### src/rtl/selctl_pkg.sv
package selctl_pkg;

  localparam int FRAME_BITS = 24;
  localparam int IN_POS     = 0;
  localparam int GAIN_POS   = 3;
  localparam int MODE_POS   = 6;
  localparam int OC_POS     = 9;
  localparam int OC_PORTS   = 8;
  localparam int TS_POS     = 17;
  localparam int TS_PORTS   = 2;
  localparam int MIC_POS    = 21;
  localparam int ADDR_POS   = 22;
  localparam int MUTE_CODES = 3;

  localparam logic [2:0] MODE_THROUGH = 3'b010;

  typedef struct packed {
    logic                in_mute;
    logic [2:0]          in_sel;
    logic [2:0]          gain_code;
    logic [2:0]          mode_code;
    logic [OC_PORTS-1:0] oc_sink;
    logic [TS_PORTS-1:0] ts_drive;
    logic [TS_PORTS-1:0] ts_level;
    logic                mic_mute;
  } ctrl_t;

  function automatic ctrl_t power_on_ctrl();
    ctrl_t c;
    c.in_mute   = 1'b0;
    c.in_sel    = 3'd0;
    c.gain_code = 3'd0;
    c.mode_code = MODE_THROUGH;
    c.oc_sink   = '0;
    c.ts_drive  = '1;
    c.ts_level  = '0;
    c.mic_mute  = 1'b0;
    return c;
  endfunction

endpackage

### src/rtl/in_sync.sv
module in_sync #(
  parameter int W      = 3,
  parameter int STAGES = 2
) (
  input  logic         clk,
  input  logic         rst,
  input  logic [W-1:0] d,
  output logic [W-1:0] lvl,
  output logic [W-1:0] rise
);

  logic [STAGES-1:0][W-1:0] chain;
  logic [W-1:0]             prev;

  generate
    for (genvar s = 0; s < STAGES; s++) begin : g_stage
      if (s == 0) begin : g_first
        always_ff @(posedge clk) begin
          if (rst) chain[s] <= '0;
          else     chain[s] <= d;
        end
      end else begin : g_next
        always_ff @(posedge clk) begin
          if (rst) chain[s] <= '0;
          else     chain[s] <= chain[s-1];
        end
      end
    end
  endgenerate

  always_ff @(posedge clk) begin
    if (rst) prev <= '0;
    else     prev <= chain[STAGES-1];
  end

  assign lvl  = chain[STAGES-1];
  assign rise = chain[STAGES-1] & ~prev;

endmodule

### src/rtl/frame_shifter.sv
module frame_shifter #(
  parameter int FRAME_BITS = 24,
  localparam int CNT_W     = $clog2(FRAME_BITS + 2)
) (
  input  logic                  clk,
  input  logic                  rst,
  input  logic                  bit_edge,
  input  logic                  latch_edge,
  input  logic                  latch_lvl,
  input  logic                  data_lvl,
  output logic [FRAME_BITS-1:0] frame,
  output logic [CNT_W-1:0]      bit_cnt
);

  localparam logic [CNT_W-1:0] CNT_SAT = CNT_W'(FRAME_BITS + 1);

  logic in_bit;
  assign in_bit = data_lvl & ~latch_lvl;

  always_ff @(posedge clk) begin
    if (rst) begin
      frame   <= '0;
      bit_cnt <= '0;
    end else if (latch_edge) begin
      bit_cnt <= '0;
    end else if (bit_edge) begin
      frame <= {in_bit, frame[FRAME_BITS-1:1]};
      if (bit_cnt != CNT_SAT) bit_cnt <= bit_cnt + 1'b1;
    end
  end

endmodule

### src/rtl/field_decode.sv
module field_decode
  import selctl_pkg::*;
(
  input  logic [FRAME_BITS-1:0] frame,
  output ctrl_t                 ctrl
);

  logic [2:0] in_code;

  assign in_code = {frame[IN_POS], frame[IN_POS+1], frame[IN_POS+2]};

  always_comb begin
    ctrl.in_mute   = (in_code < 3'(MUTE_CODES));
    ctrl.in_sel    = ctrl.in_mute ? 3'd0 : in_code - 3'(MUTE_CODES);
    ctrl.gain_code = {frame[GAIN_POS], frame[GAIN_POS+1], frame[GAIN_POS+2]};
    ctrl.mode_code = {frame[MODE_POS], frame[MODE_POS+1], frame[MODE_POS+2]};
    ctrl.mic_mute  = frame[MIC_POS];
  end

  generate
    for (genvar k = 0; k < OC_PORTS; k++) begin : g_oc
      assign ctrl.oc_sink[k] = frame[OC_POS + OC_PORTS - 1 - k];
    end
    for (genvar t = 0; t < TS_PORTS; t++) begin : g_ts
      logic [1:0] pair;
      assign pair = {frame[TS_POS + 2*t], frame[TS_POS + 2*t + 1]};
      assign ctrl.ts_drive[t] = (pair == 2'b00) || (pair == 2'b11);
      assign ctrl.ts_level[t] = (pair == 2'b11);
    end
  endgenerate

endmodule

### src/rtl/serial_ctrl_reg.sv
module serial_ctrl_reg
  import selctl_pkg::*;
#(
  parameter int SYNC_STAGES  = 2,
  parameter int GAIN_BASE_DB = 6,
  parameter int GAIN_STEP_DB = 2,
  localparam int GAIN_W      = $clog2(GAIN_BASE_DB + 7*GAIN_STEP_DB + 1),
  localparam int CNT_W       = $clog2(FRAME_BITS + 2)
) (
  input  logic                clk,
  input  logic                rst,
  input  logic                ser_clk_i,
  input  logic                ser_data_i,
  input  logic                latch_i,
  output logic [OC_PORTS-1:0] oc_sink_o,
  output logic [TS_PORTS-1:0] ts_drive_o,
  output logic [TS_PORTS-1:0] ts_level_o,
  output logic                in_mute_o,
  output logic [2:0]          in_sel_o,
  output logic [GAIN_W-1:0]   gain_db_o,
  output logic [2:0]          mode_o,
  output logic                key_on_o,
  output logic                mic_mute_o
);

  logic [2:0]            s_lvl, s_rise;
  logic                  latch_rise;
  logic [FRAME_BITS-1:0] frame;
  logic [CNT_W-1:0]      bit_cnt;
  ctrl_t                 dec, ctrl_q;
  logic [GAIN_W-1:0]     gain_q;
  logic                  commit;

  in_sync #(.W(3), .STAGES(SYNC_STAGES)) u_sync (
    .clk (clk),
    .rst (rst),
    .d   ({latch_i, ser_data_i, ser_clk_i}),
    .lvl (s_lvl),
    .rise(s_rise)
  );

  assign latch_rise = s_rise[2];

  frame_shifter #(.FRAME_BITS(FRAME_BITS)) u_shift (
    .clk       (clk),
    .rst       (rst),
    .bit_edge  (s_rise[0]),
    .latch_edge(latch_rise),
    .latch_lvl (s_lvl[2]),
    .data_lvl  (s_lvl[1]),
    .frame     (frame),
    .bit_cnt   (bit_cnt)
  );

  field_decode u_dec (
    .frame(frame),
    .ctrl (dec)
  );

  assign commit = latch_rise
               && (bit_cnt == CNT_W'(FRAME_BITS))
               && (frame[ADDR_POS+1:ADDR_POS] == 2'b00);

  always_ff @(posedge clk) begin
    if (rst) begin
      ctrl_q <= power_on_ctrl();
      gain_q <= GAIN_W'(GAIN_BASE_DB);
    end else if (commit) begin
      ctrl_q <= dec;
      gain_q <= GAIN_W'(GAIN_BASE_DB + GAIN_STEP_DB * int'(dec.gain_code));
    end
  end

  assign oc_sink_o  = ctrl_q.oc_sink;
  assign ts_drive_o = ctrl_q.ts_drive;
  assign ts_level_o = ctrl_q.ts_level;
  assign in_mute_o  = ctrl_q.in_mute;
  assign in_sel_o   = ctrl_q.in_sel;
  assign gain_db_o  = gain_q;
  assign mode_o     = ctrl_q.mode_code;
  assign key_on_o   = ctrl_q.mode_code[2];
  assign mic_mute_o = ctrl_q.mic_mute;

endmodule

### config.mk
export PLATFORM = sky130hd
export DESIGN_NAME = serial_ctrl_reg
export DESIGN_NICKNAME = d
export VERILOG_FILES = /design/src/rtl/selctl_pkg.sv /design/src/rtl/in_sync.sv /design/src/rtl/frame_shifter.sv /design/src/rtl/field_decode.sv /design/src/rtl/serial_ctrl_reg.sv
export SDC_FILE = /design/constraint.sdc
export NUM_CORES = 1
export LEC_CHECK = 0
export BUFFER_PORTS_ARGS = -buffer_cell sky130_fd_sc_hd__buf_4
export CAP_MARGIN = 40
export CORE_ASPECT_RATIO = 0.5
export CORE_UTILIZATION = 35
export CTS_CLUSTER_SIZE = 10
export DETAILED_ROUTE_END_ITERATION = 16
export GPL_TIMING_DRIVEN = 0
export PLACE_DENSITY_LB_ADDON = 0.1
export SYNTH_ARGS = -nofsm -noshare
export SYNTH_HDL_FRONTEND = slang
export SYNTH_HIERARCHICAL = 1
export SYNTH_SLANG_ARGS = --single-unit
### constraint.sdc
create_clock -name clk -period 2.65 [get_ports clk]
set_input_delay 0.265 -clock clk [delete_from_list [all_inputs] [get_ports clk]]
set_output_delay 0.265 -clock clk [all_outputs]
set_load 0.01 [all_outputs]
==> flow_summary.json, run 1 <==
{
  "status": "finished clean",
  "tightestPinTransition_ns": 0.620,
  "rsz0062_at_grt": "false",
  "drt_iter0_markers": 74,
  "fin_nets": 348,
  "ant_nets": 0,
  "num_rows": 22,
  "slew_violations": 0,
  "pin_count": 31,
  "overflow": 0,
  "gp_congestion": 0.730,
  "hp-class": "in -> reg",
  "clk_pin_slew_worst_paths_ns": 0.05,
  "crit_path_start_kind": "register",
  "maxCapViolations": 0,
  "p_comb_frac": 0.032,
  "drt_pass1_iterations": 4,
  "crit_chain": "nor2b_1 > nand4bb_1 > clkbuf_1 > o21ai_1 > a21oi_1",
  "initial_core_util": 0.367,
  "pwr-share-clk": 0.515,
  "netSwitchingFraction": 0.211,
  "slowest_stage": "nor2b_1",
  "maxSlewHeadroom": 0.586,
  "cp_num_buf_inv": 1,
  "dpl_cell_area_mm2": 0.00305,
  "die_h_um": 64.3,
  "critPathCaptureType": "register",
  "grt_pass1_vias": 2016,
  "die_w_um": 127,
  "fp.coreArea_mm2": 0.00740,
  "holdWs_ns": 0.146,
  "post_cts_resized": 0,
  "clock_skew_ns": 0.00722,
  "p_switching_uw": 434,
  "synth_fp_nets": 308,
  "via_count": 2117,
  "hold_viol_final": 0,
  "cts_buffers": 9,
  "crit_type": "reg -> reg",
  "drt_drc_violations_left": 0,
  "fmax_ghz": 0.486,
  "cp_slowest_stage_delay_ns": 0.52,
  "internal_power_mw": 1.62,
  "cts_tree": "done",
  "vias_per_cell": 4.86,
  "placed_cells": 422,
  "area_growth_pct": 22.3,
  "fin_crit_sh": 0.777,
  "crit_family": "simple AND/OR/NAND/NOR gates",
  "grt_max_degree": 14,
  "track_usage": 0.165,
  "period_needed_ns": 2.06,
  "ir_drop_v": 0.000333,
  "cts-htree-levels": 3,
  "ys_warn_count": 6,
  "wl_per_cell_um": 13.8,
  "clk_latency_ns": 0.33,
  "fin_area_mm2": 0.00332,
  "p_leak_nw": 1.24,
  "post-dp-hpwl_um": 4210,
  "cts.sinks": 61,
  "cp.arrival_ns": 2.25,
  "drive_above_1_share": 0.338,
  "setup_tns_ns": 0,
  "cts_buffer_depth": 2,
  "cp.required_ns": 2.84,
  "synth_area_mm2": 0.00271,
  "final_cells": 436,
  "p_per_area_mw_per_mm2": 619,
  "cts_setup_buffers": 0,
  "grt_pass1_wl_um": 10000,
  "avgSynthCellArea_um2": 9.14,
  "antenna_found_initial": 0,
  "antennaDiodeCount": 0,
  "syn_inst": 297,
  "worstPathMaxFanout": 10,
  "wirelength_um": 6020,
  "port_buffers": 29,
  "finalSetupViolCount": 0,
  "hold_buffers": 0,
  "seqPwrFrac": 0.453,
  "cts-root-buf": "clkbuf_16",
  "die_area_mm2": 0.00813
}
==> cell type report <==
cell class | instances | area [um^2]
Fill cell | 742 | 4090
Inverter | 6 | 22.5
Clock buffer | 12 | 256
Timing Repair Buffer | 29 | 218
Clock inverter | 2 | 10.0
Tap cell | 96 | 120
Sequential cell | 61 | 1220
Buffer | 39 | 308
Multi-Input combinational cell | 191 | 1160
==> per-layer routing <==
| metal | track usage | part of all wire | vias to the layer above |
|---|---|---|---|
| met5 | 0 | 0 | - |
| li1 | - | - | 1076 |
| met4 | 0.0678 | 0.015 | 0 |
| met2 | 0.253 | 0.41 | 27 |
| met1 | 0.213 | 0.53 | 1005 |
| met3 | 0.0578 | 0.036 | 9 |
==> path summary, 6_finish.rpt <==
path                               from  cells after the start                         end  slack (ns)
min                           ser_clk_i                      2  u_sync/chain[0]$_SDFF_PP0_        0.15
max            u_sync/lvl[2]$_SDFF_PP0_                      5   oc_sink_o[7]$_SDFFE_PP0P_        0.59
min reg2reg  u_sync/chain[2]$_SDFF_PP0_                      1    u_sync/lvl[2]$_SDFF_PP0_        0.43
max reg2reg    u_sync/lvl[2]$_SDFF_PP0_                      5   oc_sink_o[7]$_SDFFE_PP0P_        0.59
==> stage by stage <==
stage                      util  power (mW)  worst slack [ns]
after floorplan               -       0.993              1.10
after global placement    0.412        1.01             0.635
after detailed placement  0.412        1.01             0.611
after CTS                 0.448        2.07             0.600
after global routing      0.448        2.13             0.422
final                     0.448        2.05             0.591
==> power groups by stage <==
stage                     sequential, mW  clock, mW  combinational [mW]
after global routing               0.930       1.13              0.0714
after floorplan                    0.948          0              0.0454
final                              0.930       1.06              0.0654
after detailed placement           0.949          0              0.0654
after CTS                          0.930       1.08              0.0656
after global placement             0.948          0              0.0648
==> state kept, by name, summed over array words and instances (netlist names) <==
name / cells
gain_db_o: 4
in_mute_o: 1
in_sel_o: 3
mic_mute_o: 1
mode_o: 3
oc_sink_o: 8
ts_drive_o: 2
ts_level_o: 2
u_shift/bit_cnt: 5
u_shift/frame: 24
u_sync/chain: 3
u_sync/lvl: 3
u_sync/prev: 2
==> layout by cell type, fill, tap and decap left out, types with 5 or more instances in the layout <==
master,instances
inv_1,6
o21ai_2,6
buf_4,49
nand2_1,45
nand3_1,24
dfxtp_1,61
nand2_2,7
o21ai_1,18
buf_6,5
a21oi_2,21
clkbuf_16,9
ha_1,6
buf_2,8
nor2b_1,12
a21oi_1,25
No activity file was read; power rests on OpenSTA's default activity.
==> run 2: changes to the inputs <==
==> constraint.sdc (replaced) <==
create_clock -name clk -period 2 [get_ports clk]
set_input_delay 0.2 -clock clk [delete_from_list [all_inputs] [get_ports clk]]
set_output_delay 0.2 -clock clk [all_outputs]
set_load 0.01 [all_outputs]
==> flow_summary.json, run 2 (same netlist as run 1, synthesis figures left out) <==
{
  "status": "finished clean",
  "antenna_found_initial": 0,
  "clock_skew_ns": 0.00743,
  "worstRegToRegCells": 6,
  "slowest_stage": "nor2b_2",
  "layout_common_cells": "dfxtp_1, buf_4, nand2_1",
  "rsz0062_at_grt": "false",
  "hp-class": "in -> reg",
  "clk_latency_ns": 0.33,
  "p_leak_nw": 1.24,
  "hold_viol_final": 0,
  "placed_cells": 422,
  "hold_end": "u_sync/chain[0]$_SDFF_PP0_",
  "fin_nets": 348,
  "drt_pass1_iterations": 4,
  "seqPwrFrac": 0.455,
  "num_rows": 22,
  "r2r_start": "u_sync/lvl[2]$_SDFF_PP0_",
  "cp_slowest_stage_delay_ns": 0.37,
  "period_needed_ns": 1.83,
  "maxSlewHeadroom": 0.632,
  "crit_type": "reg -> reg",
  "final_cells": 436,
  "crit_top_cell": "buf_2",
  "grt_max_degree": 14,
  "cts_buffers": 9,
  "tightestPinTransition_ns": 0.552,
  "fmax_ghz": 0.546,
  "slew_violations": 0,
  "r2r_end": "in_sel_o[1]$_SDFFE_PP0P_",
  "via_count": 2120,
  "internal_power_mw": 2.14,
  "hold_start": "ser_clk_i",
  "initial_core_util": 0.367,
  "drt_drc_violations_left": 0,
  "cts-htree-levels": 3,
  "regMostFlops": "u_shift/frame",
  "fp.coreArea_mm2": 0.00740,
  "drive_above_1_share": 0.344,
  "crit_chain": "nor2b_2 > nor4bb_1 > buf_2 > buf_2 > nand3_1 > a21oi_1",
  "setup_slack_ns": 0.169,
  "largest_reg_flops": 24,
  "hold_buffers": 0,
  "cp.required_ns": 2.25,
  "gp_congestion": 0.730,
  "grt_pass1_wl_um": 10000,
  "wl_per_cell_um": 13.8,
  "area_growth_pct": 22.5,
  "netSwitchingFraction": 0.209,
  "cp.arrival_ns": 2.08,
  "finalSetupViolCount": 0,
  "crit_path_start_kind": "register",
  "die_w_um": 127,
  "setup_tns_ns": 0,
  "fin_crit_sh": 0.916,
  "pre_cts_ws_ns": -0.0394,
  "worstPathMaxFanout": 10,
  "final_common_cell": "dfxtp_1",
  "cts.sinks": 61,
  "grt_pass1_vias": 2003,
  "wirelength_um": 6000,
  "pin_count": 31,
  "critPathCaptureType": "register",
  "vias_per_cell": 4.86,
  "port_buffers": 29,
  "min_path_cells": 2,
  "pwr-share-clk": 0.513,
  "die_h_um": 64.3,
  "reg2reg_setup_slack_ns": 0.17,
  "cts_setup_buffers": 0,
  "track_usage": 0.165,
  "cts-root-buf": "clkbuf_16",
  "post_cts_resized": 1,
  "p_comb_frac": 0.032,
  "maxCapViolations": 0,
  "drt_iter0_markers": 84,
  "post-dp-hpwl_um": 4210,
  "ant_nets": 0,
  "cts_tree": "done",
  "overflow": 0,
  "die_area_mm2": 0.00813,
  "cts_buffer_depth": 2,
  "p_per_area_mw_per_mm2": 815,
  "ir_drop_v": 0.000436,
  "p_switching_uw": 566,
  "clk_pin_slew_worst_paths_ns": 0.05,
  "antennaDiodeCount": 0
}
## run 2: cell counts in the layout (fill, tap and decap cells not counted)
No cell type changed its count.
## run 2: worst max-delay path by stage
| stage | startpoint | end | cells after the start | slack [ns] |
|---|---|---|---|---|
| 6_report | u_sync/lvl[2]$_SDFF_PP0_ | in_sel_o[1]$_SDFFE_PP0P_ | 6 | 0.17 |
| 3_5_place_dp | u_sync/lvl[2]$_SDFF_PP0_ | oc_sink_o[7]$_SDFFE_PP0P_ | 5 | -0.04 |
| 3_3_place_gp | u_sync/lvl[2]$_SDFF_PP0_ | oc_sink_o[5]$_SDFFE_PP0P_ | 5 | -0.02 |
| 2_1_floorplan | u_sync/lvl[2]$_SDFF_PP0_ | in_mute_o$_SDFFE_PP0P_ | 5 | 0.45 |
| 5_1_grt | u_sync/lvl[2]$_SDFF_PP0_ | in_sel_o[1]$_SDFFE_PP0P_ | 6 | 0.008 |
| 4_1_cts | u_sync/lvl[2]$_SDFF_PP0_ | oc_sink_o[7]$_SDFFE_PP0P_ | 5 | 0.15 |
## run 2: metrics by stage
step | area, um^2 | utilization | hold WS, ns | power, mW
5_1_grt | 3330 | 0.449 | 0.0828 | 2.82
3_5_place_dp | 3050 | 0.412 | 0.417 | 1.34
6_report | 3330 | 0.449 | 0.0816 | 2.71
3_3_place_gp | 3050 | 0.412 | 0.411 | 1.34
2_1_floorplan | 2710 | - | 0.272 | 1.32
4_1_cts | 3320 | 0.448 | 0.0772 | 2.74
## run 2: per-layer routing
layer	routed length, um	part of all wire	global-route usage
met1	3080	0.51	0.214
met2	2500	0.42	0.251
met3	330	0.055	0.0578
met4	92	0.015	0.0678
met5	0	0	0
## run 2: worst max-delay path: cells and delay by family, from the launching register on
| family | cells | cell delay, ns |
|---|---|---|
| and+or+nand+nor | 3 | 0.77 |
| buffers and inverters | 2 | 0.52 |
| DFF | 1 | 0.33 |
| AOI/OAI and AO/OA | 1 | 0.13 |
## run 2: cell type report
type	instances	area [um^2]
fillers	743	4080
flip-flops and latches	61	1220
multi-input cells	191	1170
plain buffers	39	308
clock buffers	12	256
repair buffers	29	218
well taps	96	120
inverters	6	22.5
clock inverters	2	10.0
## run 2: power groups by stage
stage | combinational [mW] | clock [mW] | sequential [mW]
floorplan | 0.0601 | 0 | 1.26
global placement | 0.0858 | 0 | 1.26
detailed placement | 0.0867 | 0 | 1.26
CTS | 0.0872 | 1.43 | 1.23
global route | 0.0950 | 1.50 | 1.23
finish | 0.0863 | 1.39 | 1.23
